`config.mk`:
```
export PLATFORM = sky130hd
export DESIGN_NAME = vstab_monitor
export DESIGN_NICKNAME = d
export VERILOG_FILES = /design/src/rtl/vstab_pkg.sv /design/src/rtl/vstab_tick_gen.sv /design/src/rtl/vstab_win_cnt.sv /design/src/rtl/vstab_run_cnt.sv /design/src/rtl/vstab_ctrl.sv /design/src/rtl/vstab_monitor.sv
export SDC_FILE = /design/constraint.sdc
export NUM_CORES = 1
export LEC_CHECK = 0
export CORE_MARGIN = 4
export CORE_UTILIZATION = 50
export DETAILED_ROUTE_END_ITERATION = 12
export DONT_BUFFER_PORTS = 1
export GPL_TIMING_DRIVEN = 0
export PLACE_DENSITY_LB_ADDON = 0.12
export SLEW_MARGIN = 0
export SYNTH_ARGS = -nofsm -noshare
export SYNTH_HDL_FRONTEND = slang
export SYNTH_SLANG_ARGS = --single-unit
```
`constraint.sdc`:
```
create_clock -name clk_i -period 3.1 [get_ports clk_i]
set_input_delay 0 -clock clk_i [delete_from_list [all_inputs] [get_ports clk_i]]
set_output_delay 0 -clock clk_i [all_outputs]
set_load 0.02 [all_outputs]
```
`src/rtl/vstab_pkg.sv`:
```
package vstab_pkg;
  typedef enum logic [1:0] {
    ST_IDLE      = 2'd0,
    ST_CLK_WAIT  = 2'd1,
    ST_STRM_WAIT = 2'd2,
    ST_DONE      = 2'd3
  } vstab_state_e;
endpackage

```
`src/rtl/vstab_tick_gen.sv`:
```
module vstab_tick_gen #(
  parameter int unsigned DIV = 50000
) (
  input  logic clk_i,
  input  logic rst_ni,
  input  logic clear_i,
  input  logic en_i,
  output logic tick_o
);
  localparam int unsigned W = (DIV > 1) ? $clog2(DIV) : 1;
  localparam logic [W-1:0] LAST = W'(DIV - 1);

  logic [W-1:0] cnt_q;

  always_ff @(posedge clk_i or negedge rst_ni) begin
    if (!rst_ni)       cnt_q <= '0;
    else if (clear_i)  cnt_q <= '0;
    else if (en_i)     cnt_q <= (cnt_q == LAST) ? '0 : cnt_q + 1'b1;
  end

  assign tick_o = en_i && (cnt_q == LAST);

  generate
    if (DIV > 1) begin : g_spacing
      a_r2_tick_spacing: assert property (@(posedge clk_i) disable iff (!rst_ni)
        tick_o |=> !tick_o);
    end
  endgenerate
endmodule

```
`src/rtl/vstab_win_cnt.sv`:
```
module vstab_win_cnt #(
  parameter int unsigned MAX = 100
) (
  input  logic clk_i,
  input  logic rst_ni,
  input  logic clear_i,
  input  logic inc_i,
  output logic over_o
);
  localparam int unsigned W = $clog2(MAX + 1);
  localparam logic [W-1:0] LIM = W'(MAX);

  logic [W-1:0] cnt_q;

  always_ff @(posedge clk_i or negedge rst_ni) begin
    if (!rst_ni)                     cnt_q <= '0;
    else if (clear_i)                cnt_q <= '0;
    else if (inc_i && cnt_q != LIM)  cnt_q <= cnt_q + 1'b1;
  end

  // this sample is number MAX+1
  assign over_o = inc_i && (cnt_q == LIM);

  a_r5_win_bound: assert property (@(posedge clk_i) disable iff (!rst_ni)
    cnt_q <= LIM);
endmodule

```
`src/rtl/vstab_run_cnt.sv`:
```
module vstab_run_cnt #(
  parameter int unsigned RUN_LEN = 10
) (
  input  logic clk_i,
  input  logic rst_ni,
  input  logic clear_i,
  input  logic sample_i,
  input  logic on_i,
  output logic done_o
);
  localparam int unsigned W = $clog2(RUN_LEN + 1);
  localparam logic [W-1:0] LIM = W'(RUN_LEN);

  logic [W-1:0] run_q;

  always_ff @(posedge clk_i or negedge rst_ni) begin
    if (!rst_ni)        run_q <= '0;
    else if (clear_i)   run_q <= '0;
    else if (sample_i) begin
      if (!on_i)              run_q <= '0;
      else if (run_q != LIM)  run_q <= run_q + 1'b1;
    end
  end

  // RUN_LEN prior hits plus this one
  assign done_o = sample_i && on_i && (run_q == LIM);

  a_r4_dropout_clears: assert property (@(posedge clk_i) disable iff (!rst_ni)
    (sample_i && !on_i && !clear_i) |=> (run_q == '0));
  a_r3_run_bound: assert property (@(posedge clk_i) disable iff (!rst_ni)
    run_q <= LIM);
endmodule

```
`src/rtl/vstab_ctrl.sv`:
```
module vstab_ctrl
  import vstab_pkg::*;
(
  input  logic clk_i,
  input  logic rst_ni,
  input  logic start_i,
  input  logic pll_locked_i,
  input  logic clk_ok_i,
  input  logic tick_i,
  input  logic run_done_i,
  input  logic clk_over_i,
  input  logic strm_over_i,
  output logic clear_o,
  output logic tick_en_o,
  output logic clk_inc_o,
  output logic strm_inc_o,
  output logic stable_o,
  output logic timeout_o,
  output logic not_ready_o
);
  vstab_state_e state_q;

  assign clear_o    = start_i;
  assign tick_en_o  = (state_q == ST_CLK_WAIT) || (state_q == ST_STRM_WAIT);
  assign clk_inc_o  = tick_i && (state_q == ST_CLK_WAIT);
  assign strm_inc_o = tick_i && (state_q == ST_STRM_WAIT);

  always_ff @(posedge clk_i or negedge rst_ni) begin
    if (!rst_ni) begin
      state_q     <= ST_IDLE;
      stable_o    <= 1'b0;
      timeout_o   <= 1'b0;
      not_ready_o <= 1'b0;
    end else if (start_i) begin
      stable_o    <= 1'b0;
      timeout_o   <= 1'b0;
      not_ready_o <= !pll_locked_i;
      state_q     <= pll_locked_i ? ST_CLK_WAIT : ST_DONE;
    end else begin
      unique case (state_q)
        ST_CLK_WAIT: if (tick_i) begin
          if (clk_ok_i) state_q <= ST_STRM_WAIT;
          else if (clk_over_i) begin
            timeout_o <= 1'b1;
            state_q   <= ST_DONE;
          end
        end
        ST_STRM_WAIT: if (tick_i) begin
          // stable takes priority over a coincident timeout
          if (run_done_i) begin
            stable_o <= 1'b1;
            state_q  <= ST_DONE;
          end else if (strm_over_i) begin
            timeout_o <= 1'b1;
            state_q   <= ST_DONE;
          end
        end
        default: ;
      endcase
    end
  end

  a_r1_not_ready: assert property (@(posedge clk_i) disable iff (!rst_ni)
    (start_i && !pll_locked_i) |=> (not_ready_o && !stable_o && !timeout_o));
  a_r9_start_clears: assert property (@(posedge clk_i) disable iff (!rst_ni)
    (start_i && pll_locked_i) |=> (!stable_o && !timeout_o && !not_ready_o));
  a_r8_exclusive: assert property (@(posedge clk_i) disable iff (!rst_ni)
    $onehot0({stable_o, timeout_o, not_ready_o}));
  a_r8_hold: assert property (@(posedge clk_i) disable iff (!rst_ni)
    (state_q == ST_DONE && !start_i) |=> $stable({stable_o, timeout_o, not_ready_o}));
  a_r6_stable_first: assert property (@(posedge clk_i) disable iff (!rst_ni)
    (strm_inc_o && run_done_i && !start_i) |=> (stable_o && !timeout_o));
endmodule

```
`src/rtl/vstab_monitor.sv`:
```
module vstab_monitor #(
  parameter int unsigned TICK_DIV      = 50000,
  parameter int unsigned RUN_LEN       = 10,
  parameter int unsigned CLK_WAIT_MAX  = 100,
  parameter int unsigned STRM_WAIT_MAX = 1000
) (
  input  logic clk_i,
  input  logic rst_ni,
  input  logic start_i,
  input  logic pll_locked_i,
  input  logic stream_clk_ok_i,
  input  logic stream_on_i,
  output logic stable_o,
  output logic timeout_o,
  output logic not_ready_o
);
  logic clear, tick_en, tick, clk_inc, strm_inc;
  logic run_done, clk_over, strm_over;

  vstab_tick_gen #(.DIV(TICK_DIV)) u_tick (
    .clk_i(clk_i), .rst_ni(rst_ni), .clear_i(clear), .en_i(tick_en), .tick_o(tick)
  );

  vstab_win_cnt #(.MAX(CLK_WAIT_MAX)) u_clk_win (
    .clk_i(clk_i), .rst_ni(rst_ni), .clear_i(clear), .inc_i(clk_inc), .over_o(clk_over)
  );

  vstab_win_cnt #(.MAX(STRM_WAIT_MAX)) u_strm_win (
    .clk_i(clk_i), .rst_ni(rst_ni), .clear_i(clear), .inc_i(strm_inc), .over_o(strm_over)
  );

  vstab_run_cnt #(.RUN_LEN(RUN_LEN)) u_run (
    .clk_i(clk_i), .rst_ni(rst_ni), .clear_i(clear), .sample_i(strm_inc),
    .on_i(stream_on_i), .done_o(run_done)
  );

  vstab_ctrl u_ctrl (
    .clk_i(clk_i), .rst_ni(rst_ni), .start_i(start_i), .pll_locked_i(pll_locked_i),
    .clk_ok_i(stream_clk_ok_i), .tick_i(tick), .run_done_i(run_done),
    .clk_over_i(clk_over), .strm_over_i(strm_over), .clear_o(clear),
    .tick_en_o(tick_en), .clk_inc_o(clk_inc), .strm_inc_o(strm_inc),
    .stable_o(stable_o), .timeout_o(timeout_o), .not_ready_o(not_ready_o)
  );
endmodule

```
Word level (Yosys, flattened, before mapping)
Cells that the tools add are included.
{ "totals": {"reg_bits": 42, "in_bits": 6, "out_inout_bits": 3, "elab_cells": 85} }
{ "op_classes": {"add_sub_neg": 4, "n_eq_ne": 18, "n_mux": 32, "n_reduce_logical": 23} }
{ "op_table": {"columns": ["operator", "n"], "rows": [
  ["$mux 16", 3],
  ["$mux 10", 2],
  ["$add 16x1->16 const B", 1],
  ["$eq 16x16->1 const B", 1],
  ["$mux 2", 8],
  ["$mux 4", 4],
  ["$mux 7", 2],
  ["$reduce_bool 2->1", 7],
  ["$ne 3x3->1 const B", 4],
  ["$ne 4x4->1 const B", 3],
  ["$mux 1", 11],
  ["$add 10x1->10 const B", 1],
  ["$eq 10x10->1 const B", 1],
  ["$ne 10x10->1 const B", 1],
  ["$logic_and 1x1->1", 9],
  ["$ne 3x2->1 const B", 3],
  ["$add 7x1->7 const B", 1],
  ["$eq 7x7->1 const B", 1],
  ["$ne 7x7->1 const B", 1],
  ["$reduce_and 7->1", 1],
  ["$reduce_and 5->1", 1],
  ["$add 4x1->4 const B", 1],
  ["$eq 4x4->1 const B", 1],
  ["$pmux 2 s2", 1],
  ["other kinds (8)", 8]
]} }

Logic depth before layout (Yosys ltp)
Gate-level depths: netlist of run 1.
{ "logic_depth": {"ltp_word": 10, "depth_mapped": 8, "mapped_depth_nobuf": 6} }

Cells and area by module
A second synthesis of run 1 with hierarchy kept.
{ "hier_totals": {"cells_unflattened": 271, "hier_area_um2": 2677.6} }
{ "modules_own_cells": {"columns": ["mod", "instances", "cells_per_inst", "area_per_inst_um2", "seq_area_each_um2"], "rows": [
  ["vstab_tick_gen", 1, 95, 991.0, 400.4],
  ["vstab_win_cnt (u_strm_win)", 1, 65, 636.9, 250.2],
  ["vstab_win_cnt (u_clk_win)", 1, 46, 452.9, 175.2],
  ["vstab_ctrl", 1, 37, 336.6, 125.1],
  ["vstab_run_cnt", 1, 28, 260.2, 100.1]
]} }

Worst setup path before layout of run 1
Ideal clock, no wire load.
{ "synth_timing": {"path_kind": "register to register", "startpoint": "register u_ctrl.state_q[0]", "endpoint": "register u_tick.cnt_q[13]", "setup_time_ps": 80, "arrival_time_ps": 2003, "required_time_ps": 3020, "path_slack_ps": 1017, "path_stages_with_launch": 8, "n_path_buf": 1, "synth_period_minus_slack_ps": 2083, "cell_sequence": "dfrtp_1 inv_1 ha_1 nor2b_2 or3_1 buf_2 or4_1 a21oi_1"} }
{ "synth_via": {"elab_chain_len": 3, "word_cells_on_any_way": 4, "cone_classes": "eq/ne (2); reduce/logical (2)"} }
{ "synth_rtl": {"columns": ["item", "line", "rtl"], "rows": [
  ["start: declaration", "vstab_ctrl.sv:21", "vstab_state_e state_q;"],
  ["start signal: assignment", "vstab_ctrl.sv:38", "state_q <= pll_locked_i ? ST_CLK_WAIT : ST_DONE;"],
  ["$eq 2x1->1 / $eq 2x2->1 (equally long branches)", "vstab_ctrl.sv:24", "assign tick_en_o = (state_q == ST_CLK_WAIT) || (state_q == ST_STRM_WAIT);"],
  ["$logic_or 1x1->1 *", "vstab_ctrl.sv:24", null],
  ["$reduce_bool 2->1 (no source line) *", null, null],
  ["end signal: assignment", "vstab_tick_gen.sv:18", "else if (en_i) cnt_q <= (cnt_q == LAST) ? '0 : cnt_q + 1'b1;"],
  ["end: declaration", "vstab_tick_gen.sv:13", "logic [W-1:0] cnt_q;"]
]} }
Every way passes the cells marked *; elsewhere a longest branch is shown, timed or not.
A chain may end at the register's enable or synchronous reset.

Final worst setup path of run 1
{ "layout_timing": {"startpoint": "register u_ctrl.state_q[0]", "endpoint": "register u_strm_win.cnt_q[5]"} }
{ "layout_via": {"elab_chain_len": 6, "word_cells_on_any_way": 7, "cone_classes": "eq/ne (2); reduce/logical (5)"} }
{ "layout_rtl": {"columns": ["item", "line", "rtl"], "rows": [
  ["$eq 2x1->1 / $eq 2x2->1 (equally long branches)", "vstab_ctrl.sv:24, vstab_ctrl.sv:26", null],
  ["$logic_or 1x1->1", "vstab_ctrl.sv:24", null],
  ["$logic_and 1x1->1", "vstab_tick_gen.sv:21", "assign tick_o = en_i && (cnt_q == LAST);"],
  ["$logic_and 1x1->1 *", "vstab_ctrl.sv:26", "assign strm_inc_o = tick_i && (state_q == ST_STRM_WAIT);"],
  ["$logic_and 1x1->1 *", "vstab_win_cnt.sv:18", "else if (inc_i && cnt_q != LIM) cnt_q <= cnt_q + 1'b1;"],
  ["$reduce_bool 2->1 (no source line) *", null, null],
  ["end signal: assignment", "vstab_win_cnt.sv:18", null],
  ["end: declaration", "vstab_win_cnt.sv:13", "logic [W-1:0] cnt_q;"]
]} }
Marked as above.

==> results of run 1 <==
## sequential cells by signal (all words and copies together), names as in the netlist
signal and flops:
u_ctrl.timeout_o 1, u_tick.cnt_q 16, u_ctrl.stable_o 1, u_run.run_q 4, u_ctrl.state_q 2, u_ctrl.not_ready_o 1, u_clk_win.cnt_q 7, u_strm_win.cnt_q 10
## path summary, 6_finish.rpt
kind / cells past startpoint / to / startpoint / slack (ns)
max: 7 / u_strm_win.cnt_q[5] / u_ctrl.state_q[0] / 0.81
min: 2 / u_ctrl.state_q[0] / stream_clk_ok_i / 0.01
max reg2reg: 7 / u_strm_win.cnt_q[5] / u_ctrl.state_q[0] / 0.81
min reg2reg: 2 / u_clk_win.cnt_q[6] / u_clk_win.cnt_q[6] / 0.56
max in group asynchronous: 2 / u_run.run_q[1] / rst_ni / 2.71
min in group asynchronous: 2 / u_ctrl.timeout_o / rst_ni / 0.16
## layer usage
layer / wire length (um) / GRT usage
met4: 77 / 0.0608
met5: 0 / 0
met3: 276 / 0.0381
met1: 2940 / 0.301
met2: 2780 / 0.338
## power breakdown
part           total, mW  switching [mW]  internal, mW
clock              0.377           0.198         0.179
combinational     0.0755          0.0481        0.0274
sequential         0.560         0.00688         0.553
## Yosys cell counts, types with 2 or more instances
library cell   n
dfrtp_1       42
nor2_1        22
nand2_1       21
nand3_1       14
nand4_1       14
inv_1         13
a21oi_1       11
clkbuf_1      10
nor4_1        10
ha_1           9
nor2b_1        9
o31ai_1        9
mux2_1         8
nor3_1         6
xnor2_1        6
a31oi_1        5
o311ai_1       5
and3_1         4
buf_2          4
o41ai_1        4
or2_2          4
or4_1          4
and4_1         3
nand4b_1       3
o21ai_1        3
a211oi_1       2
and4b_1        2
and4bb_1       2
inv_2          2
mux2i_1        2
nor4bb_1       2
o311ai_0       2
or3_1          2
or4b_1         2
## final cells by class
type | count | area (um2) | share of cell area
sequential | 42 | 1050 | 0.368
multi-input combinational | 208 | 1430 | 0.501
timing repair buffer | 7 | 80.1 | 0.0280
buffer | 15 | 61.3 | 0.0214
clock buffer | 6 | 82.6 | 0.0289
tap | 67 | 83.8 | 0.0293
inverter | 15 | 56.3 | 0.0197
clock inverter | 2 | 12.5 | 0.00438
## kinds of logic (layout without fill, tap and decap cells)
kind of cell / after synthesis / in the layout / share of synthesized area
buffers and inverters: 30 / 45 / 0.0452
adder cells (fa/ha/maj): 9 / 9 / 0.0433
flip-flops: 42 / 42 / 0.404
multiplexers: 11 / 11 / 0.0467
AO/OA/AOI/OAI: 49 / 49 / 0.135
AND/OR/NAND/NOR: 133 / 133 / 0.305
XOR/XNOR: 6 / 6 / 0.0202
## stage by stage
step                power, mW  cell area [um2]  setup WS (ns)  hold slack (ns)
floorplan               0.611             2600           1.02           -0.296
global placement        0.625             2680          0.899           -0.294
detailed placement      0.626             2680          0.891           -0.294
CTS                      1.02             2860          0.865          0.00147
global route             1.06             2860          0.614           0.0100
finish                   1.01             2860          0.809           0.0117
## critical path: stages (launching register included)
cell      delay [ns]
dfrtp_1         0.42
inv_1           0.07
ha_1            0.13
clkbuf_1        0.35
inv_2           0.11
clkbuf_1        0.25
nor4_1          0.47
mux2_1          0.38
## timing repair
action,CTS,global route
endpoints found under the hold margin,47,0
buffers inserted,0,0
hold buffers,7,0
==> summary.txt, run 1 <==
Run status
  • Status: finished clean

Clocking
  • Root Buffer: clkbuf_8
  • Worst-Skew Late Latency: ~0.3 ns
  • CTS tree: built
  • CTS clock-pin slew for the worst setup and hold paths: roughly 0.090 ns
  • Clock tree sinks: 42
  • CTS buffer count: 5
  • Bufs on Longest Clock Path: 2
  • Post-CTS sizing: 0
  • CTS HTree Levels: 2

Pwr
  • Worst vdd rail ir drop: between 0.3 and 0.4 mV
  • P_leak: between 1 and 1.5 nW
  • Pwr dens: approximately 350 mW/mm2

Route
  • Routed wire per std cell: around 17 um
  • First-pass DRT Iterations: 4
  • Iteration-0 DRC count of the detailed router: between 100 and 150
  • DR DRC count: 0
  • DR vias: ~2200
  • Final wirelength: 6.08 mm
  • Via density: a little over 6
  • Post-DRT Antenna Nets: 0

Synthesis
  • Post-synth top flop: dfrtp_1
  • Synth unique cells: 53
  • Syn Area/Cell: 9.29 um2
  • Syn_nets: 295
  • Sequential share of the synthesized area: 0.404
  • Cells after Synth: 280
  • Post-synth top area share: 0.404
  • Ranking of synthesized cells by area: dfrtp_1, ha_1, mux2_1, nand4_1, nor2_1
  • Ys async rst share: 1.00
  • Mapped cell area: roughly 0.0026 mm2
  • Yosys top cell by area: dfrtp_1
  • Post-synth EDFFs: 0
  • Synth Register Bits: 42
  • Syn. warnings: 0

Hold path
  • Hold/Removal Path Class: input port to flip-flop

Setup path
  • Crit Path Class: flip-flop to flip-flop
  • Startpoint Class: flip-flop
  • Critical Path End Type: flip-flop
  • CP arrival: 2.48 ns
  • Worst path required time: roughly 3.3 ns
  • Crit-path max FO: 10

Global routing
  • Initial antenna violation count: 0
  • First-pass GRT wire length: between 10 and 15 mm
  • Largest net degree at the start of global routing: 43
  • Total gr overflow: 0
  • Total Routing Usage GR: 0.214
  • Vias in the first global route: 2129

Final layout
  • Nets: between 300 and 400
  • Non-filler instance count after layout: 362
  • Area growth, synth to finish: 9.96%
  • Commonest non-fill, non-tap cell in the layout: dfrtp_1
  • Fraction of layout cells with a size suffix above 1: 0.0847
  • Filler cell count: roughly 450
  • Ant diodes: 0
  • Final Util: 0.586
  • Most frequent cells in the layout: dfrtp_1, nor2_1, nand2_1

Timing
  • Slew @ Worst Pin: between 0.5 and 0.6 ns
  • Min Tclk post-route: between 2 and 2.5 ns
  • Final Hold Vio Count: 0
  • Layout Skew: 0.0152 ns
  • Slew margin rel.: 0.604
  • Slew Limit Fails: 0
  • Setup TNS: 0 ns
  • RSZ-0062 raised after global routing: false
  • Final setup fails: 0
  • Fmax: ~440 MHz
  • Period utilisation layout: 0.739

Floorplan
  • Core Box Area: approximately 0.0049 mm2
  • Row Count: 25
  • Total die area: about 0.0064 mm2
  • Initial core utilization: 0.533
  • Die width: 80.1 um
  • Die height: ~80 um
  • I/O Pins: 9

Place
  • Gp weighted congestion: about 0.87
  • DP Cell Count: approximately 350
  • # port buffers: 0
  • HPWL after DPL: 4.28 mm

Flow run
  • Max Cap Viol: 0
Note: power is estimated with default switching activity, not from simulation.
==> run 2, diff against run 1 <==
- clock period: 3.1 -> 2.2 ns (I/O delays scaled with it)
==> run 2 against run 1 <==
Effect of this change:
- power is 42% higher
- critical path depth is 2 lower
- core utilization grew 1.9 points
- hold slack lost 0.0010 ns
- critical endpoint unchanged
- largest cell class unchanged
- highest routed layer unchanged
==> summary.txt, run 2 (synthesized netlist as in run 1, its figures left out) <==
Run status
  • Status: finished clean

Clocking
  • Clock tree sinks: 42 (unchanged)
  • Root Buffer: clkbuf_8
  • Worst-Skew Late Latency: 0.30 ns (about the same)
  • CTS clock-pin slew for the worst setup and hold paths: 0.09 ns (about the same)
  • Bufs on Longest Clock Path: 2 (unchanged)
  • CTS buffer count: 5 (unchanged)
  • CTS HTree Levels: 2 (unchanged)
  • CTS tree: built

Timing
  • Min Tclk post-route: 2.11 ns (-0.176 ns)
  • Final setup fails: 0 (unchanged)
  • Layout Skew: 0.0128 ns (-0.00249 ns)
  • Slew @ Worst Pin: 0.594 ns (-0.000566 ns)
  • RSZ-0062 raised after global routing: true
  • Period utilisation layout: 0.961 (+0.222)
  • Final Hold Vio Count: 0 (unchanged)
  • Hold_ws: 0.0107 ns (-0.00101 ns)
  • Slew Limit Fails: 0 (unchanged)
  • Slew margin rel.: 0.602 (-0.00201)
  • Fmax: 473 MHz (+8.3%)

Setup path
  • CP arrival: 2.30 ns (-0.18 ns)
  • Crit-path max FO: 10 (unchanged)
  • Startpoint Class: flip-flop
  • Crit Path Class: flip-flop to flip-flop
  • CP max stage cell: dfrtp_1
  • Reg2Reg Setup Slack: 0.09 ns (-0.72 ns)
  • CP Buf/Inv Count: 1 (-3)
  • Crit path to: u_strm_win.cnt_q[5]
  • Worst R2R End: u_strm_win.cnt_q[5]
  • R2R cell count: 5 (-2)
  • Worst r2r src: u_tick.cnt_q[7]
  • Worst path required time: 2.39 ns (-0.90 ns)
  • Crit-path max cell delay: 0.47 ns (about the same)
  • Levels on crit path: 5 (-2)
  • Critical Path End Type: flip-flop
  • CP delay by family, top: simple AND/OR/NAND/NOR gates
  • CP cell instances: nor4b_4, nand4_1, buf_2, nor4_2, mux2_1
  • Crit path from: u_tick.cnt_q[7]

Final layout
  • Filler cell count: 439 (-2.2%)
  • Fraction of layout cells with a size suffix above 1: 0.124 (+0.0394)
  • Post-route cell area: 0.00295 mm2 (+3.2%)
  • Ant diodes: 0 (unchanged)
  • Final Util: 0.605 (+0.0187)
  • Most frequent cells in the layout: dfrtp_1, nor2_1, nand2_1
  • Area growth, synth to finish: 13.5%
  • Largest regs: u_tick.cnt_q: 16 flops, u_strm_win.cnt_q: 10 flops, u_clk_win.cnt_q: 7 flops
  • Reg with most FFs: u_tick.cnt_q
  • Commonest non-fill, non-tap cell in the layout: dfrtp_1
  • Max FFs per register: 16 (unchanged)
  • Nets: 312 (+0.97%)

Route
  • Via density: 6.18 (+0.38%)
  • DR vias: 2257 (+1.2%)
  • DR DRC count: 0 (unchanged)
  • First-pass DRT Iterations: 5 (+1)
  • Final wirelength: 6.13 mm (+0.86%)
  • Routed wire per std cell: 16.8 um (about the same)
  • Post-DRT Antenna Nets: 0 (unchanged)
  • Iteration-0 DRC count of the detailed router: 124 (+4.2%)

Place
  • Gp weighted congestion: 0.867 (unchanged)
  • # port buffers: 0 (unchanged)
  • HPWL after DPL: 4.28 mm (unchanged)
  • Post-DP Area: 0.00268 mm2 (unchanged)

Global routing
  • First-pass GRT wire length: 10.8 mm (+0.52%)
  • Largest net degree at the start of global routing: 43 (unchanged)
  • Total Routing Usage GR: 0.215 (+0.000951)
  • Vias in the first global route: 2139 (+0.47%)
  • Initial antenna violation count: 0 (unchanged)
  • Total gr overflow: 0 (unchanged)

Floorplan
  • Die width: 80.1 um (unchanged)
  • Die height: 80.1 um (unchanged)
  • Initial core utilization: 0.533 (unchanged)
  • Total die area: 0.00642 mm2 (unchanged)
  • I/O Pins: 9 (unchanged)
  • Core Box Area: 0.00488 mm2 (unchanged)
  • Row Count: 25 (unchanged)

Pwr
  • P_leak: 1.15 nW (+4.2%)
  • Worst vdd rail ir drop: 0.462 mV (+49%)
  • Pwr Total: 1.43 mW (+42%)
  • Pwr dens: 486 mW/mm2 (+37%)

Flow run
  • Max Cap Viol: 0 (unchanged)

Hold path
  • Hold/Removal Path Class: input port to flip-flop
[run 2: cell count changes in the layout (fill, tap and decap cells not counted)]
cell / change
nor2b_2: -1
ha_1: -1
clkbuf_4: +1
nor4_2: +4
buf_2: -1
nor2b_4: +1
buf_4: +5
ha_4: +1
nor4_1: -5
nor4_4: +1
clkbuf_2: +1
clkbuf_1: -3
[run 2: worst min path at each step]
stage                     slack, ns                 end            start  depth (start not counted)
final                          0.01      u_run.run_q[2]      stream_on_i                          3
after global placement        -0.29  u_clk_win.cnt_q[2]           rst_ni                          0
after CTS                     0.001   u_ctrl.state_q[0]  stream_clk_ok_i                          2
after global routing           0.01      u_run.run_q[1]      stream_on_i                          3
after detailed placement      -0.29  u_clk_win.cnt_q[2]           rst_ni                          0
after floorplan               -0.30  u_clk_win.cnt_q[0]           rst_ni                          0
[run 2: through the flow]
| stage | std cells | worst slack [ns] | setup TNS (ns) |
|---|---|---|---|
| after floorplan | 280 | 0.117 | 0 |
| after global placement | 347 | -0.00123 | -0.00123 |
| after detailed placement | 347 | -0.00858 | -0.0152 |
| after CTS | 363 | 0.0117 | 0 |
| after global routing | 365 | -0.000810 | -0.000810 |
| final | 365 | 0.0850 | 0 |
[run 2: what timing repair did]
| item | CTS | global route |
|---|---|---|
| gates resized for setup | 0 | 11 |
| buffers inserted | 1 | 4 |
| endpoints found under the hold margin | 47 | 0 |
| setup endpoints to repair | 4 | 17 |
| hold buffers | 7 | 0 |
| pin swaps | 0 | 1 |
[run 2: power by group]
group          internal (mW)  switching, mW  total (mW)
Clock                  0.253          0.280       0.532
Combinational         0.0432         0.0688       0.112
Sequential             0.779         0.0103       0.789
[run 2: per-layer routing]
metal	wire length, um	part of all wire	up-vias	track usage
li1	-	-	1093	-
met1	3010	0.49	1116	0.302
met4	65	0.011	0	0.0608
met5	0	0	-	0
met3	212	0.035	8	0.0381
met2	2840	0.46	40	0.340
[run 2: layout make-up]
class                   instances  area (um2)  area share
clock inverters                 2        12.5     0.00424
plain buffers                  13        57.6      0.0195
multi-input cells             208        1490       0.505
repair buffers                 12         118      0.0399
inverters                      15        56.3      0.0191
clock buffers                   6        82.6      0.0280
flip-flops and latches         42        1050       0.356
well taps                      67        83.8      0.0284
[run 2: tightest hold or removal path, stage by stage]
cell,delay [ns]
nand2b_1,0.04
nand3_1,0.07
a32o_1,0.16
